**config.mk**
```make
export PLATFORM = sky130hd
export DESIGN_NAME = pic_cascade
export DESIGN_NICKNAME = d
export VERILOG_FILES = /design/src/rtl/pic_cascade_pkg.sv /design/src/rtl/pic_cascade_dp.sv /design/src/rtl/pic_cascade_ctrl.sv /design/src/rtl/pic_cascade.sv
export SDC_FILE = /design/constraint.sdc
export NUM_CORES = 1
export LEC_CHECK = 0
export BUFFER_PORTS_ARGS = -buffer_cell sky130_fd_sc_hd__buf_2
export CORE_AREA = 3 3 96 98
export DETAILED_ROUTE_END_ITERATION = 8
export DIE_AREA = 0 0 99 101
export PLACE_DENSITY_LB_ADDON = 0.3
export SETUP_SLACK_MARGIN = 0.05
export SLEW_MARGIN = 20
export SYNTH_ARGS = -nofsm -noshare
export SYNTH_HDL_FRONTEND = slang
export SYNTH_HIERARCHICAL = 1
export SYNTH_SLANG_ARGS = --single-unit
```
**constraint.sdc**
```tcl
create_clock -name clk -period 4.6 [get_ports clk]
set_input_delay 0.46 -clock clk [delete_from_list [all_inputs] [get_ports clk]]
set_output_delay 0.46 -clock clk [all_outputs]
set_load 0.05 [all_outputs]
```
**src/rtl/pic_cascade_pkg.sv**
```systemverilog
package pic_cascade_pkg;
  localparam int UNIT_LINES = 8;
  localparam int NUM_UNITS  = 2;
  localparam int IDX_W      = $clog2(UNIT_LINES);
  localparam int VEC_W      = 8;
  localparam int BASE_W     = VEC_W - IDX_W;
  localparam int ALL_LINES  = UNIT_LINES * NUM_UNITS;

  typedef enum logic [1:0] {
    OP_MASK = 2'd0,
    OP_EOI  = 2'd1,
    OP_BASE = 2'd2,
    OP_MODE = 2'd3
  } cmdOp_e;

  typedef struct packed {
    logic [UNIT_LINES-1:0] setIsr;
    logic [UNIT_LINES-1:0] clrIsr;
    logic [UNIT_LINES-1:0] clrIrr;
    logic                  loadMask;
    logic                  loadBase;
  } unitStrobe_t;

  typedef struct packed {
    unitStrobe_t [NUM_UNITS-1:0] unit;
    logic [UNIT_LINES-1:0]       maskVal;
    logic [BASE_W-1:0]           baseVal;
    logic                        loadMode;
    logic                        modeVal;
    logic                        loadVec;
    logic [VEC_W-1:0]            vecVal;
  } strobe_t;

  function automatic logic [UNIT_LINES-1:0] lowestBit(input logic [UNIT_LINES-1:0] v);
    return v & (~v + 1'b1);
  endfunction

  function automatic logic [IDX_W-1:0] firstIndex(input logic [UNIT_LINES-1:0] v);
    logic [IDX_W-1:0] idx;
    idx = '0;
    for (int i = UNIT_LINES - 1; i >= 0; i--) begin
      if (v[i]) idx = IDX_W'(i);
    end
    return idx;
  endfunction

  // Bits strictly above (in priority) the highest in-service bit.
  function automatic logic [UNIT_LINES-1:0] allowMask(input logic [UNIT_LINES-1:0] isr);
    return (isr == '0) ? '1 : (lowestBit(isr) - 1'b1);
  endfunction
endpackage

```
**src/rtl/pic_cascade_dp.sv**
```systemverilog
module pic_cascade_dp
  import pic_cascade_pkg::*;
#(
  parameter int                 CASCADE_PORT    = 2,
  parameter logic [BASE_W-1:0]  MASTER_BASE_RST = 5'h01,
  parameter logic [BASE_W-1:0]  SLAVE_BASE_RST  = 5'h0E
) (
  input  logic                                  clk,
  input  logic                                  rstN,
  input  logic [ALL_LINES-1:0]                  irqLines,
  input  strobe_t                               st,
  output logic [NUM_UNITS-1:0][UNIT_LINES-1:0]  irrQ,
  output logic [NUM_UNITS-1:0][UNIT_LINES-1:0]  imrQ,
  output logic [NUM_UNITS-1:0][UNIT_LINES-1:0]  isrQ,
  output logic [NUM_UNITS-1:0][BASE_W-1:0]      baseQ,
  output logic                                  specialQ,
  output logic [VEC_W-1:0]                      vectorOut,
  output logic                                  vectorValid
);
  localparam logic [UNIT_LINES-1:0] CASC_BIT = UNIT_LINES'(1) << CASCADE_PORT;

  for (genvar u = 0; u < NUM_UNITS; u++) begin : gUnit
    localparam logic [UNIT_LINES-1:0] LINE_KEEP = (u == 0) ? ~CASC_BIT : '1;
    localparam logic [BASE_W-1:0]     BASE_RST  = (u == 0) ? MASTER_BASE_RST : SLAVE_BASE_RST;

    logic [UNIT_LINES-1:0] lines, prevR, irrR, imrR, isrR;
    logic [BASE_W-1:0]     baseR;

    assign lines = irqLines[u*UNIT_LINES +: UNIT_LINES] & LINE_KEEP;

    always_ff @(posedge clk) begin
      if (!rstN) begin
        prevR <= '0;
        irrR  <= '0;
        imrR  <= '1;
        isrR  <= '0;
        baseR <= BASE_RST;
      end else begin
        prevR <= lines;
        irrR  <= (irrR & ~st.unit[u].clrIrr) | (lines & ~prevR);
        isrR  <= (isrR & ~st.unit[u].clrIsr) | st.unit[u].setIsr;
        if (st.unit[u].loadMask) imrR  <= st.maskVal;
        if (st.unit[u].loadBase) baseR <= st.baseVal;
      end
    end

    assign irrQ[u]  = irrR;
    assign imrQ[u]  = imrR;
    assign isrQ[u]  = isrR;
    assign baseQ[u] = baseR;
  end

  always_ff @(posedge clk) begin
    if (!rstN) begin
      specialQ    <= 1'b0;
      vectorOut   <= '0;
      vectorValid <= 1'b0;
    end else begin
      vectorValid <= st.loadVec;
      if (st.loadVec)  vectorOut <= st.vecVal;
      if (st.loadMode) specialQ  <= st.modeVal;
    end
  end
endmodule

```
**src/rtl/pic_cascade_ctrl.sv**
```systemverilog
module pic_cascade_ctrl
  import pic_cascade_pkg::*;
#(
  parameter int CASCADE_PORT = 2
) (
  input  logic [NUM_UNITS-1:0][UNIT_LINES-1:0]  irrQ,
  input  logic [NUM_UNITS-1:0][UNIT_LINES-1:0]  imrQ,
  input  logic [NUM_UNITS-1:0][UNIT_LINES-1:0]  isrQ,
  input  logic [NUM_UNITS-1:0][BASE_W-1:0]      baseQ,
  input  logic                                  specialQ,
  input  logic                                  ackStrobe,
  input  logic                                  cmdValid,
  input  logic [1:0]                            cmdOp,
  input  logic                                  cmdTarget,
  input  logic [7:0]                            cmdData,
  output logic                                  intOut,
  output strobe_t                               st
);
  localparam logic [UNIT_LINES-1:0] CASC_BIT = UNIT_LINES'(1) << CASCADE_PORT;
  localparam logic [IDX_W-1:0]      LOW_IDX  = IDX_W'(UNIT_LINES - 1);

  logic [UNIT_LINES-1:0] slaveCand, masterIn, masterAllow, masterCand;
  logic [UNIT_LINES-1:0] slaveRemain;
  logic                  slaveInt;
  logic [IDX_W-1:0]      masterPick, slavePick;

  // Priority resolution for both units.
  always_comb begin
    slaveCand = irrQ[1] & ~imrQ[1] & allowMask(isrQ[1]);
    slaveInt  = |slaveCand;
    masterIn  = (irrQ[0] & ~CASC_BIT) | (slaveInt ? CASC_BIT : '0);
    masterAllow = allowMask(isrQ[0]);
    if (specialQ && (lowestBit(isrQ[0]) == CASC_BIT)) masterAllow = masterAllow | CASC_BIT;
    masterCand = masterIn & ~imrQ[0] & masterAllow;
    intOut     = |masterCand;
    masterPick = firstIndex(masterCand);
    slavePick  = firstIndex(slaveCand);
    slaveRemain = (isrQ[1] & ~lowestBit(isrQ[1])) | (irrQ[1] & ~imrQ[1]);
  end

  // Strobe generation for acknowledge and commands.
  always_comb begin
    st = '0;
    if (ackStrobe) begin
      st.loadVec = 1'b1;
      if (!intOut) begin
        st.vecVal = {baseQ[0], LOW_IDX};
      end else if (masterCand[CASCADE_PORT] && masterPick == IDX_W'(CASCADE_PORT)) begin
        st.unit[0].setIsr = CASC_BIT;
        st.unit[1].setIsr = lowestBit(slaveCand);
        st.unit[1].clrIrr = lowestBit(slaveCand);
        st.vecVal = {baseQ[1], slavePick};
      end else begin
        st.unit[0].setIsr = lowestBit(masterCand);
        st.unit[0].clrIrr = lowestBit(masterCand);
        st.vecVal = {baseQ[0], masterPick};
      end
    end
    if (cmdValid) begin
      unique case (cmdOp_e'(cmdOp))
        OP_MASK: begin
          st.unit[cmdTarget].loadMask = 1'b1;
          st.maskVal = cmdData;
        end
        OP_EOI: begin
          st.unit[cmdTarget].clrIsr = lowestBit(isrQ[cmdTarget]);
          if (cmdTarget && cmdData[0] && (slaveRemain == '0))
            st.unit[0].clrIsr = lowestBit(isrQ[0]);
        end
        OP_BASE: begin
          st.unit[cmdTarget].loadBase = 1'b1;
          st.baseVal = cmdData[VEC_W-1:IDX_W];
        end
        OP_MODE: begin
          st.loadMode = 1'b1;
          st.modeVal  = cmdData[0];
        end
        default: ;
      endcase
    end
  end
endmodule

```
**src/rtl/pic_cascade.sv**
```systemverilog
module pic_cascade
  import pic_cascade_pkg::*;
#(
  parameter int                CASCADE_PORT    = 2,
  parameter logic [BASE_W-1:0] MASTER_BASE_RST = 5'h01,
  parameter logic [BASE_W-1:0] SLAVE_BASE_RST  = 5'h0E
) (
  input  logic                 clk,
  input  logic                 rstN,
  input  logic [ALL_LINES-1:0] irqLines,
  output logic                 intOut,
  input  logic                 ackStrobe,
  output logic [VEC_W-1:0]     vectorOut,
  output logic                 vectorValid,
  input  logic                 cmdValid,
  input  logic [1:0]           cmdOp,
  input  logic                 cmdTarget,
  input  logic [7:0]           cmdData
);
  strobe_t                              st;
  logic [NUM_UNITS-1:0][UNIT_LINES-1:0] irrQ, imrQ, isrQ;
  logic [NUM_UNITS-1:0][BASE_W-1:0]     baseQ;
  logic                                 specialQ;

  pic_cascade_dp #(
    .CASCADE_PORT(CASCADE_PORT),
    .MASTER_BASE_RST(MASTER_BASE_RST),
    .SLAVE_BASE_RST(SLAVE_BASE_RST)
  ) uDp (
    .clk(clk), .rstN(rstN), .irqLines(irqLines), .st(st),
    .irrQ(irrQ), .imrQ(imrQ), .isrQ(isrQ), .baseQ(baseQ),
    .specialQ(specialQ), .vectorOut(vectorOut), .vectorValid(vectorValid)
  );

  pic_cascade_ctrl #(.CASCADE_PORT(CASCADE_PORT)) uCtrl (
    .irrQ(irrQ), .imrQ(imrQ), .isrQ(isrQ), .baseQ(baseQ), .specialQ(specialQ),
    .ackStrobe(ackStrobe), .cmdValid(cmdValid), .cmdOp(cmdOp),
    .cmdTarget(cmdTarget), .cmdData(cmdData), .intOut(intOut), .st(st)
  );
endmodule

```
==> results.py, run 1 <==
metrics = {
    "yosys": {
        "syn_area_sq_um": 4170,
        "synth_fp_nets": 481,
        "avgSynthCellArea_sq_um": 9.27,
        "synth_cells": 450,
        "ys_warn_count": 6,
    },
    "routing": {
        "firstDrtPassIters": 4,
        "wl_per_cell_um": 14.7,
        "drt_wl_total_mm": 8.56,
        "ant_nets": 0,
        "initialDrtViolationCount": 173,
        "drcViolationCount": 0,
        "via_per_inst": 5.30,
        "num_vias": 3081,
    },
    "timing": {
        "fin_crit_sh_pct": 65.8,
        "hold_viol_final": 0,
        "fin_crit_ns": 3.03,
        "fin_setup_tns_ns": 0,
        "rsz0062_at_grt": "no",
        "fin_skew_ns": 0.0115,
        "slew_headroom_pct": 33.6,
        "fmax_ghz": 0.330,
        "worst_pin_slew_ns": 0.989,
        "drv_slew": 0,
        "setup_viol": 0,
    },
    "floorplan": {
        "die-area_sq_um": 10000,
        "initial_core_util_pct": 48.8,
        "core-area_sq_um": 8550,
        "die_w_um": 99,
        "num_rows": 34,
        "ioPinCount": 41,
        "die_h_um": 101,
    },
    "global_route": {
        "grt_pass1_wl_mm": 14.5,
        "grt_pass1_vias": 3043,
        "grt_max_degree": 49,
        "gr-usage-all-layers_pct": 18.0,
        "gr-total-overflow": 0,
        "antenna_found_initial": 0,
    },
    "finish": {
        "most-common-layout-cells": "dfxtp_1 (82), nand2_1 (46), mux2i_1 (41)",
        "area_growth_pct": 7.23,
        "final_cells": 581,
        "final_nets": 499,
        "layout_commonest_cell": "dfxtp_1",
        "antenna_cells": 0,
        "drive_gt1_share_pct": 17.3,
    },
    "setup_path": {
        "cp-endpoint": "intOut",
        "crit_start": "uDp/gUnit[1].isrR[0]$_SDFF_PN0_",
        "critPathKind": "reg -> out",
        "rr_startpoint": "uDp/gUnit[1].isrR[0]$_SDFF_PN0_",
        "end_kind": "output port",
        "critPathLaunchType": "flop",
        "critPathMaxFanout": 12,
        "r2r_end": "uDp/gUnit[1].irrR[2]$_SDFF_PN0_",
        "worst-r2r-setup-slack_ns": 1.98,
        "rr_worst_depth": 7,
        "worstPathArrival_ns": 2.57,
        "crit_required_ns": 4.14,
    },
    "hold_path": {
        "worstHoldPathType": "in -> reg",
        "hold_depth": 2,
    },
    "clocking": {
        "cts_buffer_depth": 2,
        "insertion_delay_ns": 0.35,
        "cts-hold-fix-buffers": 0,
        "cts_max_level": 3,
        "cts_setup_buffers": 0,
        "cts_buffers": 9,
        "ctsResizeCount": 0,
        "clockRootBuffer": "clkbuf_8",
        "cts_tree": "built",
        "path_clk_slew_ns": 0.09,
        "numClockSinks": 82,
    },
    "placed_design": {
        "hpwl_mm": 6.18,
        "portBuffers": 39,
        "gp_congestion": 0.921,
        "dp.cells": 565,
    },
    "pwr": {
        "p_leak_uw": 0.00175,
        "vdd.ir_drop.worst_mv": 0.154,
        "p_per_area_nw_per_um2": 309,
    },
    "run": {
        "drv_cap": 0,
    },
    "run_status": {
        "status": "completed",
    },
}
==> how the worst min path moves through the flow <==
| stage | startpoint | slack (ns) | end |
|---|---|---|---|
| 2_1_floorplan | uDp/gUnit[1].imrR[0]$_SDFFE_PN1P_ | 0.43 | uDp/gUnit[1].imrR[0]$_SDFFE_PN1P_ |
| 3_3_place_gp | uDp/gUnit[1].imrR[0]$_SDFFE_PN1P_ | 0.45 | uDp/gUnit[1].imrR[0]$_SDFFE_PN1P_ |
| 3_5_place_dp | uDp/gUnit[1].imrR[5]$_SDFFE_PN1P_ | 0.46 | uDp/gUnit[1].imrR[5]$_SDFFE_PN1P_ |
| 4_1_cts | irqLines[13] | 0.30 | uDp/gUnit[1].prevR[5]$_SDFF_PN0_ |
| 5_1_grt | irqLines[7] | 0.31 | uDp/gUnit[0].prevR[7]$_SDFF_PN0_ |
| 6_report | irqLines[7] | 0.32 | uDp/gUnit[0].prevR[7]$_SDFF_PN0_ |
==> layout make-up <==
class | count | area, sq um
clock buffers | 10 | 138
well taps | 108 | 135
inverters | 3 | 11.3
clock inverters | 6 | 48.8
repair buffers | 40 | 203
flip-flops and latches | 82 | 1640
fillers | 810 | 4080
multi-input cells | 332 | 2300
==> through the flow <==
step                util [%]  total power [uW]  instance area (sq um)  hold slack (ns)  worst slack, ns
finish                  52.3              1380                   4470            0.321             1.57
floorplan                  -               863                   4170            0.432             2.30
CTS                     52.3              1400                   4470            0.299             1.58
detailed placement      50.1               900                   4290            0.456             1.98
global placement        50.1               897                   4290            0.445             1.99
global route            52.3              1450                   4470            0.306             1.40
==> flip-flops by register name, summed over array words and instances (netlist names) <==
signal           count
uDp/vectorValid      1
uDp/vectorOut        8
uDp/gUnit.irrR      15
uDp/gUnit.isrR      16
uDp/gUnit.baseR     10
uDp/gUnit.prevR     15
uDp/specialQ         1
uDp/gUnit.imrR      16
==> per-layer routing <==
layer	track usage, %	vias up	routed length (um)
li1	-	1568	-
met1	24.2	1452	4210
met2	28.1	49	3940
met3	4.36	12	299
met4	6.72	0	116
met5	0	-	0
==> where the power goes <==
part	internal, uW	total [uW]	leakage (uW)	switching, uW
clock network	218	498	0.0000912	281
logic	56.7	133	0.000982	75.8
registers	737	751	0.000672	14.6
==> critical path, stage by stage, from the launching register on <==
cell      delay, ns
dfxtp_1        0.63
nor3_4         0.15
o21ai_0        0.17
nor2b_1        0.45
a21boi_4       0.17
or3_1          0.42
buf_2          0.23
Note: power is estimated with default switching activity, not from simulation.
==> run 2, diff against run 1 <==
==> constraint.sdc (replaced) <==
create_clock -name clk -period 2.5 [get_ports clk]
set_input_delay 0.25 -clock clk [delete_from_list [all_inputs] [get_ports clk]]
set_output_delay 0.25 -clock clk [all_outputs]
set_load 0.05 [all_outputs]
==> run 2 against run 1 <==
Compared with the run above:
- sequential power is 84% higher
- final area is 3.8% higher
- setup slack worse by 1.4 ns
- critical path depth is 1 lower
- combinational power is 91% higher
- critical path type unchanged
- largest cell class unchanged
- highest routed layer unchanged
==> results.py, run 2 (same netlist as run 1, synthesis figures left out) <==
metrics = {
    "run_status": {
        "status": "completed",
    },
    "routing": {
        "ant_nets": 0,
        "drt_wl_total_mm": 8.56,
        "initialDrtViolationCount": 149,
        "via_per_inst": 5.34,
        "drcViolationCount": 0,
        "wl_per_cell_um": 14.4,
        "firstDrtPassIters": 4,
        "num_vias": 3180,
    },
    "setup_path": {
        "worst-r2r-setup-slack_ns": 0.23,
        "max_stage_delay_ns": 0.55,
        "worstPathArrival_ns": 2.09,
        "rr_startpoint": "uDp/gUnit[1].irrR[6]$_SDFF_PN0_",
        "crit_path_top_delay_cell": "or4_4",
        "crit_chain": "or4_4, or3b_4, nand2_1, or3_1, buf_6",
        "critPathKind": "reg -> out",
        "critPathLaunchType": "flop",
        "critPathMaxFanout": 8,
        "r2r_end": "uDp/gUnit[1].irrR[5]$_SDFF_PN0_",
        "crit_required_ns": 2.25,
        "end_kind": "output port",
        "rr_worst_depth": 7,
    },
    "placed_design": {
        "dp.cells": 576,
        "gp_congestion": 0.962,
        "pre_cts_slack_ns": 0.249,
        "portBuffers": 39,
        "hpwl_mm": 6.32,
    },
    "timing": {
        "worst_pin_slew_ns": 0.593,
        "slew_headroom_pct": 60.4,
        "fin_crit_ns": 2.34,
        "finalWorstSetupSlack_ns": 0.158,
        "fmax_ghz": 0.427,
        "drv_slew": 0,
        "setup_viol": 0,
        "hold_viol_final": 0,
        "fin_setup_tns_ns": 0,
        "fin_crit_sh_pct": 93.7,
        "fin_skew_ns": 0.00886,
        "rsz0062_at_grt": "no",
    },
    "global_route": {
        "use_met3_pct": 5.61,
        "grt_util_met1_pct": 23.1,
        "grt_pass1_wl_mm": 14.6,
        "busiest_layer": "met2",
        "use_met2_pct": 30.2,
        "gr-total-overflow": 0,
        "gr-usage-all-layers_pct": 18.2,
        "grt_max_degree": 49,
        "antenna_found_initial": 0,
        "grt_pass1_vias": 3075,
    },
    "pwr": {
        "vdd.ir_drop.worst_mv": 0.356,
        "p_leak_uw": 0.00185,
        "p_per_area_nw_per_um2": 584,
    },
    "clocking": {
        "clockRootBuffer": "clkbuf_8",
        "cts_max_level": 3,
        "numClockSinks": 82,
        "cts_buffer_depth": 2,
        "cts_buffers": 9,
        "cts_tree": "built",
        "path_clk_slew_ns": 0.09,
        "insertion_delay_ns": 0.36,
        "cts-hold-fix-buffers": 0,
    },
    "floorplan": {
        "num_rows": 34,
        "die_h_um": 101,
        "initial_core_util_pct": 48.8,
        "core-area_sq_um": 8550,
        "ioPinCount": 41,
        "die_w_um": 99,
        "die-area_sq_um": 10000,
    },
    "hold_path": {
        "hold_start": "irqLines[1]",
        "min_to": "uDp/gUnit[0].prevR[1]$_SDFF_PN0_",
        "hold_depth": 2,
        "worstHoldPathType": "in -> reg",
    },
    "finish": {
        "area_growth_pct": 11.3,
        "final_cells": 595,
        "layout_commonest_cell": "dfxtp_1",
        "final_nets": 513,
        "largest_registers": "uDp/gUnit.imrR (16), uDp/gUnit.isrR (16)",
        "drive_gt1_share_pct": 20.1,
        "regArea_sq_um": 1640,
        "fillerInstances": 799,
        "antenna_cells": 0,
        "most-common-layout-cells": "dfxtp_1 (81), nand2_1 (46), mux2i_1 (41)",
        "multi_input_area_sq_um": 2300,
    },
    "run": {
        "drv_cap": 0,
    },
}
==> run 2: critical path: cells and delay by family (launching register included) <==
kind	cells	cell delay, ns
buffers and inverters	1	0.16
DFF	1	0.36
and+or+nand+nor	4	1.21
==> run 2: per-stage QoR <==
stage	total power [uW]	area [sq um]	hold WS [ns]	utilization [%]
global route	2830	4640	0.0852	54.3
finish	2710	4640	0.102	54.3
floorplan	1590	4170	0.372	-
CTS	2740	4630	0.0912	54.2
global placement	1660	4380	0.445	51.2
detailed placement	1660	4380	0.454	51.2
==> run 2: how the worst max path moves through the flow <==
stage / from / endpoint / slack (ns) / depth (start not counted)
2_1_floorplan: uDp/gUnit[1].isrR[0]$_SDFF_PN0_ / intOut / 0.41 / 5
3_3_place_gp: uDp/gUnit[1].isrR[1]$_SDFF_PN0_ / uDp/gUnit[1].irrR[5]$_SDFF_PN0_ / 0.25 / 7
3_5_place_dp: uDp/gUnit[1].isrR[1]$_SDFF_PN0_ / uDp/gUnit[1].irrR[5]$_SDFF_PN0_ / 0.25 / 7
4_1_cts: uDp/gUnit[0].isrR[0]$_SDFF_PN0_ / intOut / 0.09 / 5
5_1_grt: uDp/gUnit[0].isrR[0]$_SDFF_PN0_ / intOut / 0.06 / 5
6_report: uDp/gUnit[0].isrR[0]$_SDFF_PN0_ / intOut / 0.16 / 5
==> run 2: what timing repair did <==
item	CTS	global route
setup endpoints to repair	1	1
setup buffers	3	0
pin swaps	2	0
gates cloned	0	0
gates resized for setup	2	4
==> run 2: routing by layer <==
layer	vias to the layer above	share of wire, %
li1	1595	-
met1	1508	47
met2	64	47
met3	13	4.4
met4	0	1.5
met5	-	0
==> run 2: area by class of cell <==
class / instances / area share (%)
clock buffer: 9 / 2.67
clock inverter: 7 / 2.18
inverter: 3 / 0.242
multi-input combinational: 332 / 49.6
sequential: 82 / 35.4
tap: 108 / 2.91
timing repair buffer: 54 / 7.03
==> run 2: power breakdown <==
group	leakage (uW)	total, uW	internal [uW]	switching (uW)
Combinational	0.00107	254	113	141
Sequential	0.000673	1380	1360	25.6
Clock	0.000112	1080	572	503
==> run 3, diff against run 2 <==
--- a/config.mk
+++ b/config.mk
@@ -7,6 +7,7 @@
 export LEC_CHECK = 0
 export BUFFER_PORTS_ARGS = -buffer_cell sky130_fd_sc_hd__buf_2
 export CORE_AREA = 3 3 96 98
+export CTS_BUF_LIST = sky130_fd_sc_hd__clkbuf_16
 export DETAILED_ROUTE_END_ITERATION = 8
 export DIE_AREA = 0 0 99 101
 export PLACE_DENSITY_LB_ADDON = 0.3
==> run 3 against run 2 <==
Compared with the run above:
- cell count stayed put
- power increased by 13%
- non-clock buffer count is the same
- clock-buffer cell count stayed put
- flip-flop and latch count is the same
- critical endpoint unchanged
- largest power group is now the clock network
==> results.py, run 3 (same netlist as run 1, synthesis figures left out) <==
metrics = {
    "run_status": {
        "status": "completed",
    },
    "setup_path": {
        "cp_top_family": "simple AND/OR/NAND/NOR gates",
        "path_buf_inv": 1,
        "max_stage_delay_ns": 0.57,
        "critPathLaunchType": "flop",
        "crit_required_ns": 2.25,
        "crit_path_top_delay_cell": "or4_4",
        "critPathMaxFanout": 8,
        "critPathKind": "reg -> out",
        "end_kind": "output port",
        "worstPathArrival_ns": 2.11,
        "crit_chain": "or4_4, or3b_4, nand2_1, or3_1, buf_6",
    },
    "global_route": {
        "gr-total-overflow": 0,
        "grt_pass1_vias": 3141,
        "antenna_found_initial": 0,
        "grt_max_degree": 49,
        "gr-usage-all-layers_pct": 18.4,
        "grt_pass1_wl_mm": 14.8,
    },
    "placed_design": {
        "postPlaceCellArea_sq_um": 4380,
        "gp_congestion": 0.962,
        "hpwl_mm": 6.32,
        "portBuffers": 39,
        "pre_cts_slack_ns": 0.249,
    },
    "floorplan": {
        "initial_core_util_pct": 48.8,
        "core-area_sq_um": 8550,
        "num_rows": 34,
        "ioPinCount": 41,
        "die_w_um": 99,
        "die-area_sq_um": 10000,
        "die_h_um": 101,
    },
    "routing": {
        "initialDrtViolationCount": 128,
        "wl_per_cell_um": 14.7,
        "ant_nets": 0,
        "via_per_inst": 5.35,
        "num_vias": 3184,
        "drt_wl_total_mm": 8.77,
        "drcViolationCount": 0,
        "firstDrtPassIters": 4,
    },
    "timing": {
        "fmax_ghz": 0.424,
        "fin_skew_ns": 0.00738,
        "fin_crit_sh_pct": 94.4,
        "slew_headroom_pct": 61.6,
        "worst_pin_slew_ns": 0.575,
        "finalWorstSetupSlack_ns": 0.140,
        "hold_viol_final": 0,
        "rsz0062_at_grt": "no",
        "fin_crit_ns": 2.36,
        "drv_slew": 0,
        "setup_viol": 0,
        "fin_setup_tns_ns": 0,
    },
    "run": {
        "drv_cap": 0,
    },
    "finish": {
        "largest_registers": "uDp/gUnit.imrR (16), uDp/gUnit.isrR (16)",
        "most-common-layout-cells": "dfxtp_1 (82), nand2_1 (46), mux2i_1 (41)",
        "drive_gt1_share_pct": 19.9,
        "fillerInstances": 773,
        "layout_commonest_cell": "dfxtp_1",
        "final_nets": 513,
        "antenna_cells": 0,
        "area_growth_pct": 13.7,
        "final_cell_area_sq_um": 4740,
        "finish.utilization_pct": 55.5,
    },
    "clocking": {
        "clockRootBuffer": "clkbuf_16",
        "cts_buffer_depth": 2,
        "numClockSinks": 82,
        "cts_max_level": 3,
        "insertion_delay_ns": 0.33,
        "path_clk_slew_ns": 0.06,
        "cts_tree": "built",
        "cts_buffers": 9,
    },
    "pwr": {
        "total_power_uw": 3060,
        "p_per_area_nw_per_um2": 646,
        "vdd.ir_drop.worst_mv": 0.378,
        "p_leak_uw": 0.00190,
    },
    "hold_path": {
        "worstHoldPathType": "in -> reg",
    },
}
[run 3: changes by cell type in the layout (fill, tap and decap cells not counted)]
cell       change
dfxtp_2        -1
dfxtp_1        +1
clkbuf_16      +9
clkbuf_8       -9
[run 3: layer usage]
metal	global-route usage [%]	part of all wire (%)	vias up
met1	22.9	46	1509
met2	31.1	47	59
met3	4.91	4.9	16
li1	-	-	1600
met5	0	0	-
met4	5.46	1.7	0
[run 3: layout make-up]
type / count / area [sq um] / area share (%)
Clock buffer: 9 / 225 / 4.75
Clock inverter: 7 / 101 / 2.14
Inverter: 3 / 11.3 / 0.237
Multi-Input combinational cell: 332 / 2300 / 48.5
Sequential cell: 82 / 1640 / 34.6
Tap cell: 108 / 135 / 2.85
Timing Repair Buffer: 54 / 327 / 6.88
[run 3: final timing paths]
check	end	slack (ns)	from	cells past startpoint
max	intOut	0.14	uDp/gUnit[0].isrR[0]$_SDFF_PN0_	5
min	uDp/gUnit[0].prevR[1]$_SDFF_PN0_	0.13	irqLines[1]	2
max reg2reg	uDp/gUnit[1].irrR[5]$_SDFF_PN0_	0.22	uDp/gUnit[1].irrR[6]$_SDFF_PN0_	7
min reg2reg	uDp/gUnit[1].imrR[0]$_SDFFE_PN1P_	0.46	uDp/gUnit[1].imrR[0]$_SDFFE_PN1P_	2
[run 3: per-stage QoR]
step / cells / hold slack, ns
after floorplan: 450 / 0.372
after global placement: 576 / 0.445
after detailed placement: 576 / 0.454
after CTS: 595 / 0.127
after global routing: 595 / 0.133
final: 595 / 0.130
[run 3: power by group]
group | internal, uW | total [uW] | switching (uW)
Sequential | 1360 | 1380 | 26.4
Clock | 885 | 1430 | 541
Combinational | 113 | 254 | 141
[run 3: what timing repair did]
action,4_1_cts,5_1_grt
endpoints found under the setup margin,1,1
pin swaps,2,0
buffers inserted,3,0
resized for setup,2,3
hold buffers,0,0
